### src/rtl/sysref_mon_pkg.sv
package sysref_mon_pkg;
    localparam int NUM_PH  = 4;
    localparam int CNT_W   = 8;
    localparam int NUM_CNT = NUM_PH + 2;

    typedef enum logic {
        SR_LOW  = 1'b0,
        SR_HIGH = 1'b1
    } lvl_state_t;

    typedef enum logic [1:0] {
        OFS_NONE    = 2'd0,
        OFS_LATER   = 2'd1,
        OFS_EARLIER = 2'd2,
        OFS_RSVD    = 2'd3
    } ofs_t;
endpackage

### src/rtl/sysref_sat_cnt.sv
module sysref_sat_cnt #(
    parameter int W = 8
) (
    input  logic         clk,
    input  logic         rst_n,
    input  logic         clr,
    input  logic         inc,
    output logic [W-1:0] cnt
);
    localparam logic [W-1:0] MAXV = {W{1'b1}};

    always_ff @(posedge clk) begin
        if (!rst_n || clr)
            cnt <= '0;
        else if (inc && cnt != MAXV)
            cnt <= cnt + 1'b1;
    end
endmodule

### src/rtl/sysref_edge_classifier.sv
module sysref_edge_classifier
    import sysref_mon_pkg::*;
#(
    parameter int NS = 4
) (
    input  logic          clk,
    input  logic          rst_n,
    input  logic [NS-1:0] smp,
    output logic          det,
    output logic [1:0]    det_code,
    output logic          evt_vld,
    output logic [1:0]    evt_phase
);
    lvl_state_t state, state_nxt;

    // Find the first 0->1 step in {prev, smp[0..NS-1]}.
    // Position 0 (prev->smp[0]) maps to code 3; position k maps to code k-1.
    function automatic logic [2:0] first_rise(input logic prev, input logic [NS-1:0] s);
        logic       last;
        logic [2:0] res;
        res  = 3'b000;
        last = prev;
        for (int i = 0; i < NS; i++) begin
            if (!res[2] && !last && s[i])
                res = {1'b1, (i == 0) ? 2'd3 : 2'(i - 1)};
            last = s[i];
        end
        return res;
    endfunction

    // State register
    always_ff @(posedge clk) begin
        if (!rst_n)
            state <= SR_HIGH;
        else
            state <= state_nxt;
    end

    // Next state and detection
    always_comb begin
        logic [2:0] r;
        r = 3'b000;
        state_nxt = state;
        unique case (state)
            SR_LOW: begin
                r = first_rise(1'b0, smp);
                state_nxt = smp[NS-1] ? SR_HIGH : SR_LOW;   // LOW_TO_HIGH / LOW_HOLD
            end
            SR_HIGH: begin
                r = first_rise(1'b1, smp);
                state_nxt = smp[NS-1] ? SR_HIGH : SR_LOW;   // HIGH_HOLD / HIGH_TO_LOW
            end
        endcase
        det      = r[2];
        det_code = r[1:0];
    end

    // Registered strobe outputs
    always_ff @(posedge clk) begin
        if (!rst_n) begin
            evt_vld   <= 1'b0;
            evt_phase <= 2'd0;
        end else begin
            evt_vld   <= det;
            evt_phase <= det ? det_code : evt_phase;
        end
    end
endmodule

### src/rtl/sysref_phase_stats.sv
module sysref_phase_stats
    import sysref_mon_pkg::*;
#(
    parameter int NP = NUM_PH,
    parameter int W  = CNT_W
) (
    input  logic                clk,
    input  logic                rst_n,
    input  logic                det,
    input  logic [1:0]          det_code,
    input  logic                mon_en,
    input  logic                clr,
    input  logic [1:0]          win,
    input  logic [1:0]          ofs,
    output logic [NP-1:0]       flags,
    output logic [NP+1:0][W-1:0] cnts
);
    localparam int IDX_EARLY = NP;
    localparam int IDX_LATE  = NP + 1;

    logic          upd;
    logic          tgt_late;
    logic [NP+1:0] inc;

    assign upd = det && mon_en;

    always_comb begin
        unique case (ofs_t'(ofs))
            OFS_LATER:   tgt_late = 1'b1;
            OFS_EARLIER: tgt_late = 1'b0;
            OFS_NONE,
            OFS_RSVD:    tgt_late = win[1];
        endcase
    end

    genvar g;
    generate
        for (g = 0; g < NP; g++) begin : g_ph
            assign inc[g] = upd && (det_code == 2'(g));

            always_ff @(posedge clk) begin
                if (!rst_n || clr)
                    flags[g] <= 1'b0;
                else if (inc[g])
                    flags[g] <= 1'b1;
            end
        end
    endgenerate

    assign inc[IDX_EARLY] = upd && !tgt_late;
    assign inc[IDX_LATE]  = upd &&  tgt_late;

    generate
        for (g = 0; g < NP + 2; g++) begin : g_cnt
            sysref_sat_cnt #(.W(W)) u_cnt (
                .clk  (clk),
                .rst_n(rst_n),
                .clr  (clr),
                .inc  (inc[g]),
                .cnt  (cnts[g])
            );
        end
    endgenerate
endmodule

### src/rtl/sysref_phase_mon.sv
module sysref_phase_mon
    import sysref_mon_pkg::*;
(
    input  logic             clk,
    input  logic             rst_n,
    input  logic [3:0]       smp,
    input  logic             mon_en,
    input  logic             clr,
    input  logic [1:0]       win,
    input  logic [1:0]       ofs,
    input  logic [2:0]       rd_sel,
    output logic             evt_vld,
    output logic [1:0]       evt_phase,
    output logic [NUM_PH-1:0] flags,
    output logic [CNT_W-1:0] rd_data
);
    logic                         det;
    logic [1:0]                   det_code;
    logic [NUM_CNT-1:0][CNT_W-1:0] cnts;

    sysref_edge_classifier #(.NS(4)) u_cls (
        .clk      (clk),
        .rst_n    (rst_n),
        .smp      (smp),
        .det      (det),
        .det_code (det_code),
        .evt_vld  (evt_vld),
        .evt_phase(evt_phase)
    );

    sysref_phase_stats #(.NP(NUM_PH), .W(CNT_W)) u_stats (
        .clk     (clk),
        .rst_n   (rst_n),
        .det     (det),
        .det_code(det_code),
        .mon_en  (mon_en),
        .clr     (clr),
        .win     (win),
        .ofs     (ofs),
        .flags   (flags),
        .cnts    (cnts)
    );

    always_comb begin
        if (int'(rd_sel) < NUM_CNT)
            rd_data = cnts[rd_sel];
        else
            rd_data = '0;
    end
endmodule

### config.mk
export PLATFORM = sky130hd
export DESIGN_NAME = sysref_phase_mon
export DESIGN_NICKNAME = d
export VERILOG_FILES = /design/src/rtl/sysref_mon_pkg.sv /design/src/rtl/sysref_sat_cnt.sv /design/src/rtl/sysref_edge_classifier.sv /design/src/rtl/sysref_phase_stats.sv /design/src/rtl/sysref_phase_mon.sv
export SDC_FILE = /design/constraint.sdc
export NUM_CORES = 1
export LEC_CHECK = 0
export BUFFER_PORTS_ARGS = -buffer_cell sky130_fd_sc_hd__buf_2
export CORE_UTILIZATION = 40
export DETAILED_ROUTE_END_ITERATION = 8
export PLACE_DENSITY = 0.55
export RECOVER_POWER = 50
export SLEW_MARGIN = 10
export SYNTH_ARGS = -nofsm -noshare
export SYNTH_HDL_FRONTEND = slang
export SYNTH_SLANG_ARGS = --single-unit
### constraint.sdc
create_clock -name clk -period 2.45 [get_ports clk]
set_input_delay 0.245 -clock clk [delete_from_list [all_inputs] [get_ports clk]]
set_output_delay 0.245 -clock clk [all_outputs]
set_load 0.01 [all_outputs]
==> metrics.cfg <==
[floorplan]
chipWidth_um = 92.5
die_h_um = 92.5
placementRows = 32
core_um2 = 7810
io_pins = 30
die_area_um2 = 8560
start_util_pct = 42.0

[yosys]
yosysTopAreaCell = dfxtp_1
synth_cell_types = 56
synthAdderAreaFrac_pct = 2.67
synth_ff_type = dfxtp_1
synth_common_cells = dfxtp_1, nand2_1, nor2_1
ys_ff_latch = 56
async_reset_ff_share_pct = 0
yosysWarnings = 0
yosysMostFrequentCell = dfxtp_1
synthXorXnorAreaFrac_pct = 1.34
synth-edff-count = 0
synth_area_leaders = dfxtp_1, mux2i_1, mux4_2
synth_compound_area_share_pct = 16.6
syn_avg_cell_area_um2 = 8.65
synth_top_cell_area_share_pct = 34.2
yosys.area_share.simple_pct = 28.8
syn_area_um2 = 3280
synth.area.mux_share_pct = 12.0
syn_nets = 401
synth_cells = 379
ys_seq_area_share_pct = 34.2
synth_top_family_by_area = simple AND/OR/NAND/NOR gates

[global_routing]
overflow = 0
grt_first_pass_wirelength_um = 13000
first_global_vias = 2642
track_usage_pct = 19.2
antenna_found_initial = 0
grt_start_max_net_pins = 34

[timing]
whs_ns = 0.146
postLayoutSetupSlackWorst_ns = 0.632
setup_tns_ns = 0
worstMarginPinSlew_ns = 0.896
slew_headroom_pct = 40.3
skew_ns = 0.0142
setup_viol = 0
drv_slew = 0
period_share_pct = 74.2
rsz0062_at_grt = no
hold_viol = 0
finalCriticalPeriod_ns = 1.82
max_freq_ghz = 0.550

[placed_design]
port_buffers = 28
routabilityCongestion = 0.840
dp_hpwl_um = 5760
place_ws_ns = 0.603

[route]
drc = 0
vias = 2935
drt_iter0_markers = 154
wl_per_cell_um = 15.8
wirelength_um = 7950
ant_nets = 0
drt-pass1-iter-count = 4
avgViaCountPerCell = 5.82

[worst_hold_path]
hold_path_class = input pin to flip-flop

[clock_network]
clk_path_buf_depth = 2
clk_latency_ns = 0.31
post-cts-setup-buffers = 0
clk_pin_slew_ns = 0.11
hold_buffers = 0
cts_resized = 0
tritoncts = built
htreeDepth = 2
cts_sinks = 56
cts_buffers = 5
root_buffer = clkbuf_8

[worst_setup_path]
cp-end-kind = primary output
startpoint_type = input pin
cp_max_fo = 16
required_ns = 2.20
arrival_ns = 1.57
rrSetupSlack_ns = 0.69
crit_type = input pin to primary output

[cells_and_area]
area_growth_pct = 8.55
drive_above_1_share_pct = 11.4
final_nets = 424
n_antenna_cell = 0
fillCellCount = 795
multiInputGateArea_um2 = 2000
seqCellArea_um2 = 1120
final_util_pct = 45.6

[power_and_ir_drop]
power.leakage_uw = 0.00123
p_per_area_nw_per_um2 = 444
vdd_ir_drop_max_mv = 0.222
power.total_uw = 1580

[flow_run]
maxCapViolations = 0

[run_status]
status = finished clean

==> cell families after synthesis <==
| kind of cell | Yosys count |
|---|---|
| AO/OA/AOI/OAI | 79 |
| XOR/XNOR | 5 |
| adder cells (fa/ha/maj) | 7 |
| buffers and inverters | 33 |
| flip-flops | 56 |
| multiplexers | 29 |
| AND/OR/NAND/NOR | 170 |
==> flip-flops by register name, summed over array words and instances (netlist names) <==
register and count:
u_cls.evt_vld 1, u_cls.state 1, u_stats.flags 4, u_cls.evt_phase 2
u_stats.g_cnt.u_cnt.cnt 48
==> worst max-delay path, stage by stage <==
cell and delay (ns):
buf_2 0.41, mux4_2 0.59, inv_1 0.08, o22ai_1 0.08
buf_2 0.16
==> final timing paths <==
path	depth (start not counted)	startpoint	end
min reg2reg	2	u_cls.evt_phase[1]	u_cls.evt_phase[1]
max reg2reg	4	u_cls.state	u_stats.g_cnt[1].u_cnt.cnt[4]
min	2	rst_n	u_cls.state
max	5	rd_sel[0]	rd_data[4]
==> metal layers <==
layer  GRT usage, %  wire, um
met3           2.87       298
met5              0         0
met1           25.5      3810
met2           32.5      3780
met4           4.56        61
==> cell type report <==
type | instances | share of cell area [%]
inverters | 15 | 1.58
clock buffers | 6 | 2.04
multi-input cells | 290 | 56.3
clock inverters | 1 | 0.141
flip-flops and latches | 56 | 31.5
repair buffers | 34 | 4.78
well taps | 102 | 3.59
==> layout by cell type, fill, tap and decap left out, types with 8 or more instances in the layout <==
cell	n
mux2i_1	20
a21oi_1	17
nand2b_1	12
nand4_1	12
nor2_1	26
and3_1	13
nor4_1	10
dfxtp_1	56
o21ai_0	8
mux4_2	8
a31oi_1	10
inv_1	15
o22ai_1	8
clkbuf_1	11
buf_2	19
nand2_1	34
nand3_1	18
o31ai_1	9
==> metrics by stage <==
step	cell area (um^2)	std cells
global route	3560	504
detailed placement	3500	497
floorplan	3280	379
CTS	3580	504
finish	3560	504
global placement	3500	497
==> power breakdown <==
part	internal [uW]	total, uW	leakage, uW	switching, uW
Combinational	54.1	153	0.000740	98.7
Sequential	918	926	0.000452	7.32
Clock	196	500	0.0000410	304
Total	1170	1580	0.00123	410
Power figures use the tool's default switching activity.
